### config.mk
export PLATFORM = sky130hd
export DESIGN_NAME = enc_snap_hold
export DESIGN_NICKNAME = d
export VERILOG_FILES = /design/src/rtl/enc_snap_pkg.sv /design/src/rtl/snap_trig_ctl.sv /design/src/rtl/snap_hold_bank.sv /design/src/rtl/snap_rd_mux.sv /design/src/rtl/enc_snap_hold.sv
export SDC_FILE = /design/constraint.sdc
export NUM_CORES = 1
export LEC_CHECK = 0
export BUFFER_PORTS_ARGS = -buffer_cell sky130_fd_sc_hd__buf_2
export CAP_MARGIN = 20
export CORE_MARGIN = 2
export CORE_UTILIZATION = 53
export CTS_CLUSTER_SIZE = 8
export DETAILED_ROUTE_END_ITERATION = 16
export GPL_TIMING_DRIVEN = 0
export PLACE_DENSITY = 0.8
export SYNTH_ARGS = -nofsm -noshare
export SYNTH_HDL_FRONTEND = slang
export SYNTH_SLANG_ARGS = --single-unit
### constraint.sdc
create_clock -name clk -period 1.2 [get_ports clk]
set_input_delay 0.06 -clock clk [delete_from_list [all_inputs] [get_ports clk]]
set_output_delay 0.06 -clock clk [all_outputs]
set_load 0.1 [all_outputs]
### src/rtl/enc_snap_pkg.sv
package enc_snap_pkg;
   localparam int ADDR_W = 3;

   typedef enum logic [ADDR_W-1:0] {
      A_POS_HI  = 3'd0,
      A_POS_LO  = 3'd1,
      A_POSH_HI = 3'd2,
      A_POSH_LO = 3'd3,
      A_REV     = 3'd4,
      A_REVH    = 3'd5,
      A_DIFF    = 3'd6,
      A_DIFFH   = 3'd7
   } snap_addr_e;

   function automatic logic is_live_addr(input logic [ADDR_W-1:0] a);
      case (a)
         A_POS_HI, A_POS_LO, A_REV, A_DIFF: return 1'b1;
         default:                           return 1'b0;
      endcase
   endfunction
endpackage

### src/rtl/snap_trig_ctl.sv
module snap_trig_ctl #(
   parameter bit TRIG_REG = 1'b1
) (
   input  logic clk,
   input  logic rst_n,
   input  logic trig_i,
   input  logic clr_pos_en_i,
   input  logic clr_hold_en_i,
   output logic hclr_now_o,
   output logic pos_clr_o,
   output logic hold_clr_o
);
   logic pos_req;
   logic hold_req;

   assign pos_req    = trig_i & clr_pos_en_i;
   assign hold_req   = trig_i & clr_hold_en_i;
   assign hclr_now_o = hold_req;

   generate
      if (TRIG_REG) begin : g_reg
         logic pos_q;
         logic hold_q;
         always_ff @(posedge clk or negedge rst_n) begin
            if (!rst_n) begin
               pos_q  <= 1'b0;
               hold_q <= 1'b0;
            end else begin
               pos_q  <= pos_req;
               hold_q <= hold_req;
            end
         end
         assign pos_clr_o  = pos_q;
         assign hold_clr_o = hold_q;
      end else begin : g_comb
         assign pos_clr_o  = pos_req;
         assign hold_clr_o = hold_req;
      end
   endgenerate
endmodule

### src/rtl/snap_hold_bank.sv
module snap_hold_bank #(
   parameter int POS_W  = 32,
   parameter int REV_W  = 16,
   parameter int DIFF_W = 16
) (
   input  logic              clk,
   input  logic              rst_n,
   input  logic              snap_i,
   input  logic              hclr_i,
   input  logic [POS_W-1:0]  pos_i,
   input  logic [REV_W-1:0]  rev_i,
   input  logic [DIFF_W-1:0] diff_i,
   output logic [POS_W-1:0]  hold_pos_o,
   output logic [REV_W-1:0]  hold_rev_o,
   output logic [DIFF_W-1:0] hold_diff_o
);
   // Snapshot has priority over the trigger clear of the held position.
   always_ff @(posedge clk or negedge rst_n) begin
      if (!rst_n) begin
         hold_pos_o <= '0;
      end else if (snap_i) begin
         hold_pos_o <= pos_i;
      end else if (hclr_i) begin
         hold_pos_o <= '0;
      end
   end

   always_ff @(posedge clk or negedge rst_n) begin
      if (!rst_n) begin
         hold_rev_o  <= '0;
         hold_diff_o <= '0;
      end else if (snap_i) begin
         hold_rev_o  <= rev_i;
         hold_diff_o <= diff_i;
      end
   end
endmodule

### src/rtl/snap_rd_mux.sv
module snap_rd_mux
   import enc_snap_pkg::*;
#(
   parameter int POS_W  = 32,
   parameter int REV_W  = 16,
   parameter int DIFF_W = 16,
   parameter int BUS_W  = 16
) (
   input  logic              rd_en_i,
   input  logic [ADDR_W-1:0] rd_addr_i,
   input  logic [POS_W-1:0]  pos_i,
   input  logic [REV_W-1:0]  rev_i,
   input  logic [DIFF_W-1:0] diff_i,
   input  logic [POS_W-1:0]  hold_pos_i,
   input  logic [REV_W-1:0]  hold_rev_i,
   input  logic [DIFF_W-1:0] hold_diff_i,
   output logic [BUS_W-1:0]  rd_data_o
);
   localparam int HI_LSB = BUS_W;

   logic [BUS_W-1:0] word;

   always_comb begin
      word = '0;
      case (snap_addr_e'(rd_addr_i))
         A_POS_HI:  word = pos_i[POS_W-1:HI_LSB];
         A_POS_LO:  word = hold_pos_i[BUS_W-1:0];
         A_POSH_HI: word = hold_pos_i[POS_W-1:HI_LSB];
         A_POSH_LO: word = hold_pos_i[BUS_W-1:0];
         A_REV:     word = BUS_W'(rev_i);
         A_REVH:    word = BUS_W'(hold_rev_i);
         A_DIFF:    word = BUS_W'(diff_i);
         A_DIFFH:   word = BUS_W'(hold_diff_i);
         default:   word = '0;
      endcase
   end

   assign rd_data_o = rd_en_i ? word : '0;
endmodule

### src/rtl/enc_snap_hold.sv
module enc_snap_hold
   import enc_snap_pkg::*;
#(
   parameter int POS_W    = 32,
   parameter int REV_W    = 16,
   parameter int DIFF_W   = 16,
   parameter int BUS_W    = 16,
   parameter bit TRIG_REG = 1'b1
) (
   input  logic              clk,
   input  logic              rst_n,
   input  logic [POS_W-1:0]  pos_i,
   input  logic [REV_W-1:0]  rev_i,
   input  logic [DIFF_W-1:0] diff_i,
   input  logic              rd_en_i,
   input  logic [ADDR_W-1:0] rd_addr_i,
   output logic [BUS_W-1:0]  rd_data_o,
   input  logic              trig_i,
   input  logic              clr_pos_en_i,
   input  logic              clr_hold_en_i,
   output logic              pos_clr_o,
   output logic              hold_clr_o
);
   generate
      if (POS_W != 2 * BUS_W) begin : g_bad_pos
         $error("POS_W must be twice BUS_W");
      end
      if (REV_W > BUS_W || REV_W < 1) begin : g_bad_rev
         $error("REV_W must be 1..BUS_W");
      end
      if (DIFF_W > BUS_W || DIFF_W < 1) begin : g_bad_diff
         $error("DIFF_W must be 1..BUS_W");
      end
   endgenerate

   logic              snap;
   logic              hclr_now;
   logic [POS_W-1:0]  hold_pos;
   logic [REV_W-1:0]  hold_rev;
   logic [DIFF_W-1:0] hold_diff;

   assign snap = rd_en_i & is_live_addr(rd_addr_i);

   snap_trig_ctl #(.TRIG_REG(TRIG_REG)) u_trig (
      .clk          (clk),
      .rst_n        (rst_n),
      .trig_i       (trig_i),
      .clr_pos_en_i (clr_pos_en_i),
      .clr_hold_en_i(clr_hold_en_i),
      .hclr_now_o   (hclr_now),
      .pos_clr_o    (pos_clr_o),
      .hold_clr_o   (hold_clr_o)
   );

   snap_hold_bank #(.POS_W(POS_W), .REV_W(REV_W), .DIFF_W(DIFF_W)) u_bank (
      .clk        (clk),
      .rst_n      (rst_n),
      .snap_i     (snap),
      .hclr_i     (hclr_now),
      .pos_i      (pos_i),
      .rev_i      (rev_i),
      .diff_i     (diff_i),
      .hold_pos_o (hold_pos),
      .hold_rev_o (hold_rev),
      .hold_diff_o(hold_diff)
   );

   snap_rd_mux #(.POS_W(POS_W), .REV_W(REV_W), .DIFF_W(DIFF_W), .BUS_W(BUS_W)) u_mux (
      .rd_en_i    (rd_en_i),
      .rd_addr_i  (rd_addr_i),
      .pos_i      (pos_i),
      .rev_i      (rev_i),
      .diff_i     (diff_i),
      .hold_pos_i (hold_pos),
      .hold_rev_i (hold_rev),
      .hold_diff_i(hold_diff),
      .rd_data_o  (rd_data_o)
   );
endmodule

==> run summary, run 1 <==
static leakage -> 2.61 nW
via count of the first global-routing pass -> 3880
beginning of the worst hold path -> clr_hold_en_i
Final Wtd Congestion -> 0.846
worst slew pin tran -> 0.884 ns
Total GRT Usage -> 38.9%
remaining max-slew budget at the tightest pin -> 41.1%
initial drt markers -> 536
share of final-layout standard cells stronger than drive strength 1 -> 41.9%
core area -> 6390 µm²
power per unit of standard cell area -> 1290 nW/µm²
placed instance area -> 4320 µm²
Data required, critical path -> 1.14 ns
failing checks -> negative setup slack
post-synthesis to final-layout area growth -> 60.0%
H-tree lvl count -> 3
RSZ-0062 raised after global routing -> yes
number of sinks driven by the clock tree -> 66
depth of the worst register-to-register path -> 3
area share of the leading cell type in the synthesized netlist -> 46.8%
horizontal die dimension -> 85.6 µm
period utilisation layout -> 153%
Max Freq -> 543 MHz
largest family of logic cells by synthesized area -> multiplexers
average routed wire per standard cell -> 24.6 µm
synthesized cell area -> 3530 µm²
clock latency on the worst-skew pair -> 0.34 ns
number of buffers created by CTS -> 9
Critical R2R Capture -> u_bank.hold_pos_o[27]
minimum period implied by the final worst setup slack -> 1.84 ns
count of nets after finishing -> 564
post-route antenna net violation count -> 0
Mapped Nets -> 391
clock slew seen by the registers of the worst setup and hold paths -> 0.08 ns
compound-gate portion of the synthesized area -> 18.7%
routed vias -> 3755
clock tree from TritonCTS -> built
Vias/cell -> 6.55
Startpoint Class -> flop
Synthesis Warnings -> 0
simple-gate area share of the yosys netlist -> 9.01%
count of placed standard cells in the final layout, fillers left out -> 573
initial standard-cell utilization of the core -> 55.2%
post-place setup slack -> -0.510 ns
part of the Yosys area used for sequential elements -> 46.8%
sequential fraction of design power -> 37.9%
number of register bits inferred by synthesis -> 66
hold violation total from the final report -> 0
share of total power consumed by net switching -> 33.1%
XOR/XNOR share of the synthesized area -> 0%
end point of the most critical hold path -> u_bank.hold_pos_o[0]
Post-Synth Adder-Cell Area -> 0%
outcome -> finished, violations left
worst setup margin -> -0.642 ns
Avg Inst Size Synth -> 11.1 µm²
Ant. Diodes -> 0
die outline height -> 85.6 µm
clock power share -> 29.5%
HPWL after detailed placement -> 7170 µm
total non-filler cell area in the finished layout -> 5640 µm²
post-synthesis mux area share -> 19.8%
I/O pin count -> 91
count of maximum capacitance violations -> 0
filler cell count in the final layout -> 265
Comb power frac -> 32.6%
reported net switching power -> 2.40 mW
worst hold path stage count -> 4
FF-to-FF Start -> u_bank.hold_pos_o[27]
critical path start-end classification -> reg -> out
arrival time at the worst endpoint -> 1.78 ns
count of endpoints failing setup in the final report -> 16
Clock Path Buffers -> 2
final total negative setup slack -> -6.39 ns
number of input and output port buffers inserted -> 89
maximum fanout encountered on the critical timing path -> 2
Die Footprint -> 7320 µm²
post-detailed-routing wire length -> 14100 µm
Mapped Cells -> 318
largest voltage drop on the vdd net -> 0.00132 V
max-slew violations -> 0
ranking of synthesized cells by area -> dfrtp_1 (47%), mux2_4 (12%), a22o_1 (7.9%), mux2i_1 (6.0%), o21ai_0 (2.7%)
Clk Tree Root Cell -> clkbuf_8
post-placement cell count -> 484
largest net degree at the start of global routing -> 67
First-pass DRT Iterations -> 5
distinct cell type count of the synthesized netlist -> 35
final worst clock skew -> 0 ns
number of antenna violations at the first check in global routing -> 0
first-pass GRT wire length -> 21400 µm
internal power contribution -> 4.86 mW
type of element capturing the critical path -> output pin
Min-Delay Path Class -> in -> reg
num rows -> 29
post-synth top area cell -> dfrtp_1
Residual DRC -> 0
total grt overflow -> 0
worst reg2reg setup slack -> 0.21 ns
cell families after synthesis:
group / after synthesis
compound gates: 94
buf+inv: 39
flops: 66
mux: 54
simple gates: 65
power by group through the flow:
stage	registers, mW	clock network (mW)	logic [mW]
after floorplan	2.71	0	1.33
after global placement	2.73	0	1.73
after detailed placement	2.74	0	1.77
after CTS	2.71	2.12	2.19
after global routing	2.77	2.24	2.45
final	2.75	2.14	2.37
layout by cell type, fill, tap and decap left out, types with 3 or more instances in the layout:
cell type      instances
nor2b_1                5
o22ai_1                8
a22o_1                32
buf_4                  8
o21ai_2                3
nand3_1                5
clkbuf_1               3
mux2i_1               20
inv_1                 11
buf_8                  4
dfrtp_1               66
o21ai_0                5
mux2_4                28
buf_2                 81
clkbuf_4               3
nand2b_1               4
nand2_1               24
nor2_1                 6
clkbuf_8              12
a221oi_2               5
buf_6                  6
mux2_2                 4
dlygate4sd3_1         68
nor2_4                 6
buf_12                16
a31oi_4                5
o21ai_1               13
a21oi_1               11
cell type report:
type	count	area, µm²	area share [%]
Clock buffer	11	141	2.50
Timing Repair Buffer	162	1410	24.9
Multi-Input combinational cell	213	1980	35.2
Tap cell	77	96.3	1.71
Sequential cell	66	1650	29.3
Buffer	28	245	4.34
Inverter	11	41.3	0.732
Clock inverter	5	77.6	1.37
Yosys cell counts, drive strengths merged:
library cell / count
a221oi: 6
nor3: 1
nand2b: 6
mux2: 32
o21ai: 21
buf: 22
o22ai: 10
mux4: 1
nor3b: 4
a41oi: 1
nor2b: 5
clkbuf: 6
o221a: 2
o211a: 1
dfrtp: 66
inv: 11
or3: 1
nor2: 13
a21oi: 14
and3: 1
nand2: 25
a31oi: 5
a211oi: 1
nand4b: 1
a22o: 32
mux2i: 21
a211o: 1
and2: 2
nand3: 6
how the worst max path moves through the flow:
stage,start,endpoint,slack [ns],depth (start not counted)
floorplan,rd_addr_i[2],rd_data_o[9],-0.24,5
global placement,rd_addr_i[0],rd_data_o[2],-0.48,7
detailed placement,rd_addr_i[0],rd_data_o[5],-0.51,7
CTS,u_bank.hold_diff_o[5],rd_data_o[5],-0.54,5
global route,u_bank.hold_rev_o[5],rd_data_o[5],-0.66,5
finish,u_bank.hold_rev_o[5],rd_data_o[5],-0.64,5
per-stage QoR:
stage	power (mW)	util [%]	hold slack (ns)
floorplan	4.04	-	-0.236
global placement	4.46	67.7	0.271
detailed placement	4.51	67.7	0.215
CTS	7.02	87.1	0.183
global route	7.46	88.4	0.246
finish	7.26	88.4	0.204
per-layer routing:
metal	share of wire, %	vias up	track usage (%)
met5	0	-	0
met4	4.8	0	20.1
met3	9.9	78	8.18
met2	49	351	64.7
met1	36	1810	47.8
li1	-	1516	-
what timing repair did:
item                                   4_1_cts  5_1_grt
hold buffers                                68        0
endpoints found under the hold margin      132        0
resized for setup                           81       13
pin swaps                                    7        3
setup endpoints to repair                   16       16
buffers inserted                             2        3
critical path, stage by stage, from the launching register on:
cell and delay [ns]:
dfrtp_1 0.40, mux4_2 0.51, nand2_2 0.12, o21ai_2 0.08
o211a_4 0.16, buf_12 0.16
sequential cells by signal (all words and copies together), names as in the netlist:
| name | cells |
|---|---|
| u_trig.hold_clr_o | 1 |
| u_bank.hold_pos_o | 32 |
| u_bank.hold_rev_o | 16 |
| u_trig.pos_clr_o | 1 |
| u_bank.hold_diff_o | 16 |
(Power assumes the default switching activity.)
==> inputs of run 2 (changes only) <==
--- a/config.mk
+++ b/config.mk
@@ -13,6 +13,7 @@
 export DETAILED_ROUTE_END_ITERATION = 16
 export GPL_TIMING_DRIVEN = 0
 export PLACE_DENSITY = 0.8
+export SETUP_SLACK_MARGIN = 0.15
 export SYNTH_ARGS = -nofsm -noshare
 export SYNTH_HDL_FRONTEND = slang
 export SYNTH_SLANG_ARGS = --single-unit
==> run 2 against run 1 <==
  * The flow still finishes with violations (negative setup slack)
  * Clock power fell by 18%
  * Clock skew did not move
  * Sequential power barely moved
  * Critical path depth did not move
  * Via count fell by 1.8%
  * Critical path type unchanged
  * Utilization rose by 0.98 points
==> run summary, run 2 (synthesis gave the netlist of run 1 again) <==
outcome -> finished, violations left
failing checks -> negative setup slack
Data required, critical path -> 1.14 ns (about the same)
post-detailed-routing wire length -> 13400 µm (-5.1%)
number of flip-flops under the largest register name -> 32 (unchanged)
via count of the first global-routing pass -> 3859 (-0.54%)
post-placement cell count -> 484 (unchanged)
grt met1 use -> 46.7% (-1.2 points)
sequential fraction of design power -> 39.9% (+2.0 points)
first-pass GRT wire length -> 20500 µm (-4.1%)
critical path start-end classification -> reg -> out
met2 GRT Util -> 61.2% (-3.5 points)
Final Wtd Congestion -> 0.921 (+8.8%)
Min-Delay Path Class -> in -> reg
initial standard-cell utilization of the core -> 55.2% (unchanged)
total grt overflow -> 0 (unchanged)
Startpoint Class -> flop
HPWL after detailed placement -> 7210 µm (+0.47%)
number of buffers created by CTS -> 9 (unchanged)
number of input and output port buffers inserted -> 89 (unchanged)
busiest grt layer -> met2
Top reg by flops -> u_bank.hold_pos_o
Comb power frac -> 34.7% (+2.1 points)
Total GRT Usage -> 37.1% (-1.8 points)
final total negative setup slack -> -6.01 ns (+0.378 ns)
registers with the highest flip-flop counts -> u_bank.hold_pos_o: 32 flops, u_bank.hold_diff_o: 16 flops, u_bank.hold_rev_o: 16 flops
count of nets after finishing -> 569 (+0.89%)
Die Footprint -> 7320 µm² (unchanged)
cell breakdown of the critical path -> mux4_2 > nand2_2 > o21ai_2 > o211a_4 > buf_12
largest voltage drop on the vdd net -> 0.00110 V (-17%)
count of placed standard cells in the final layout, fillers left out -> 578 (+0.87%)
GR Util met3 -> 9.14% (+0.96 points)
Max Freq -> 576 MHz (+6.0%)
final worst clock skew -> 0 ns (unchanged)
post-route antenna net violation count -> 0 (unchanged)
max-slew violations -> 0 (unchanged)
largest net degree at the start of global routing -> 67 (unchanged)
clock power share -> 25.4% (-4.1 points)
hold violation total from the final report -> 0 (unchanged)
Ant. Diodes -> 0 (unchanged)
Clock Path Buffers -> 2 (unchanged)
type of element capturing the critical path -> output pin
period utilisation layout -> 145% (-8.7 points)
reported net switching power -> 2.40 mW (-0.17%)
clock latency on the worst-skew pair -> 0.36 ns (+0.02 ns)
most frequent cells in the layout -> buf_2 (74), dlygate4sd3_1 (68), dfrtp_1 (66)
power per unit of standard cell area -> 1210 nW/µm² (-6.1%)
delay-heaviest family, CP -> multiplexers
remaining max-slew budget at the tightest pin -> 59.3% (+18 points)
H-tree lvl count -> 3 (unchanged)
maximum fanout encountered on the critical timing path -> 2 (unchanged)
average routed wire per standard cell -> 23.2 µm (-6.0%)
horizontal die dimension -> 85.6 µm (unchanged)
arrival time at the worst endpoint -> 1.68 ns (-0.10 ns)
num rows -> 29 (unchanged)
post-synthesis to final-layout area growth -> 61.8%
count of maximum capacitance violations -> 0 (unchanged)
clock tree from TritonCTS -> built
biggest cell delay along the critical path -> 0.49 ns (-0.02 ns)
number of antenna violations at the first check in global routing -> 0 (unchanged)
most common library cell in the layout ignoring fill and taps -> buf_2
I/O pin count -> 91 (unchanged)
minimum period implied by the final worst setup slack -> 1.74 ns (-0.105 ns)
filler cell count in the final layout -> 273 (+3.0%)
worst setup margin -> -0.537 ns (+0.105 ns)
worst slew pin tran -> 0.611 ns (-0.273 ns)
internal power contribution -> 4.49 mW (-7.6%)
First-pass DRT Iterations -> 7 (+2)
die outline height -> 85.6 µm (unchanged)
core area -> 6390 µm² (unchanged)
share of final-layout standard cells stronger than drive strength 1 -> 43.7% (+1.8 points)
routed vias -> 3686 (-1.8%)
Buf+Inv Stages, Crit Path -> 1 (unchanged)
Vias/cell -> 6.38 (-2.7%)
Clk Tree Root Cell -> clkbuf_8
static leakage -> 2.62 nW (+0.40%)
RSZ-0062 raised after global routing -> yes
cell with the biggest individual delay on the critical path -> mux4_2
count of endpoints failing setup in the final report -> 16 (unchanged)
number of sinks driven by the clock tree -> 66 (unchanged)
Residual DRC -> 0 (unchanged)
clock slew seen by the registers of the worst setup and hold paths -> 0.08 ns (about the same)
initial drt markers -> 279 (-48%)
share of total power consumed by net switching -> 34.8% (+1.7 points)
[run 2: changes by cell type in the layout (fill, tap and decap cells not counted), moves of 2 or more]
cell,before,now
buf_2,81,74
buf_8,4,6
nor2_2,1,3
bufinv_16,2,0
buf_6,6,11
buf_4,8,13
nor2_1,6,4
clkinvlp_4,1,3
[run 2: final timing paths]
kind / startpoint / to / slack [ns] / cells past startpoint
max: u_bank.hold_diff_o[5] / rd_data_o[5] / -0.54 / 5
max in group asynchronous: rst_n / u_bank.hold_pos_o[17] / 0.51 / 2
max reg2reg: u_bank.hold_rev_o[15] / u_bank.hold_rev_o[15] / 0.19 / 3
min reg2reg: u_bank.hold_pos_o[19] / u_bank.hold_pos_o[19] / 0.51 / 1
min: clr_hold_en_i / u_bank.hold_pos_o[0] / 0.20 / 4
min in group asynchronous: rst_n / u_bank.hold_diff_o[8] / 0.25 / 2
[run 2: stage by stage]
step | hold slack, ns | util (%) | power, mW | setup WS (ns) | cell area (µm²)
after floorplan | -0.236 | - | 4.07 | -0.242 | 3840
after global placement | 0.278 | 68.6 | 4.49 | -0.502 | 4380
after detailed placement | 0.215 | 68.6 | 4.54 | -0.507 | 4380
after CTS | 0.180 | 87.9 | 6.69 | -0.534 | 5620
after global routing | 0.220 | 89.4 | 7.08 | -0.568 | 5710
final | 0.204 | 89.4 | 6.89 | -0.537 | 5710
[run 2: timing repair]
action	in CTS	in global routing
hold endpoints to repair	132	0
gates resized for setup	87	12
hold buffers	68	0
pin swaps	12	6
endpoints found under the setup margin	46	71
gates cloned	0	0
buffers inserted	4	6
[run 2: power groups by stage]
| stage | registers, mW | logic [mW] | clock network (mW) |
|---|---|---|---|
| floorplan | 2.71 | 1.36 | 0 |
| global placement | 2.73 | 1.76 | 0 |
| detailed placement | 2.74 | 1.80 | 0 |
| CTS | 2.72 | 2.24 | 1.73 |
| global route | 2.77 | 2.49 | 1.82 |
| finish | 2.75 | 2.39 | 1.75 |
[run 2: layout make-up]
class / instances / area, µm² / area share [%]
repair buffers: 167 / 1450 / 25.5
multi-input cells: 213 / 2010 / 35.2
plain buffers: 28 / 274 / 4.80
clock buffers: 10 / 138 / 2.41
well taps: 77 / 96.3 / 1.69
inverters: 11 / 41.3 / 0.724
clock inverters: 6 / 41.3 / 0.724
flip-flops and latches: 66 / 1650 / 28.9
[run 2: metal layers]
layer	wire (µm)	vias to the layer above
met5	0	-
met4	448	0
met3	1190	53
met2	6720	273
met1	5030	1831
li1	-	1529
[run 2: worst min-delay path, cell delays in order]
cell and delay [ns]:
buf_2 0.08, and2_1 0.14, nor2_2 0.07, a22o_1 0.17
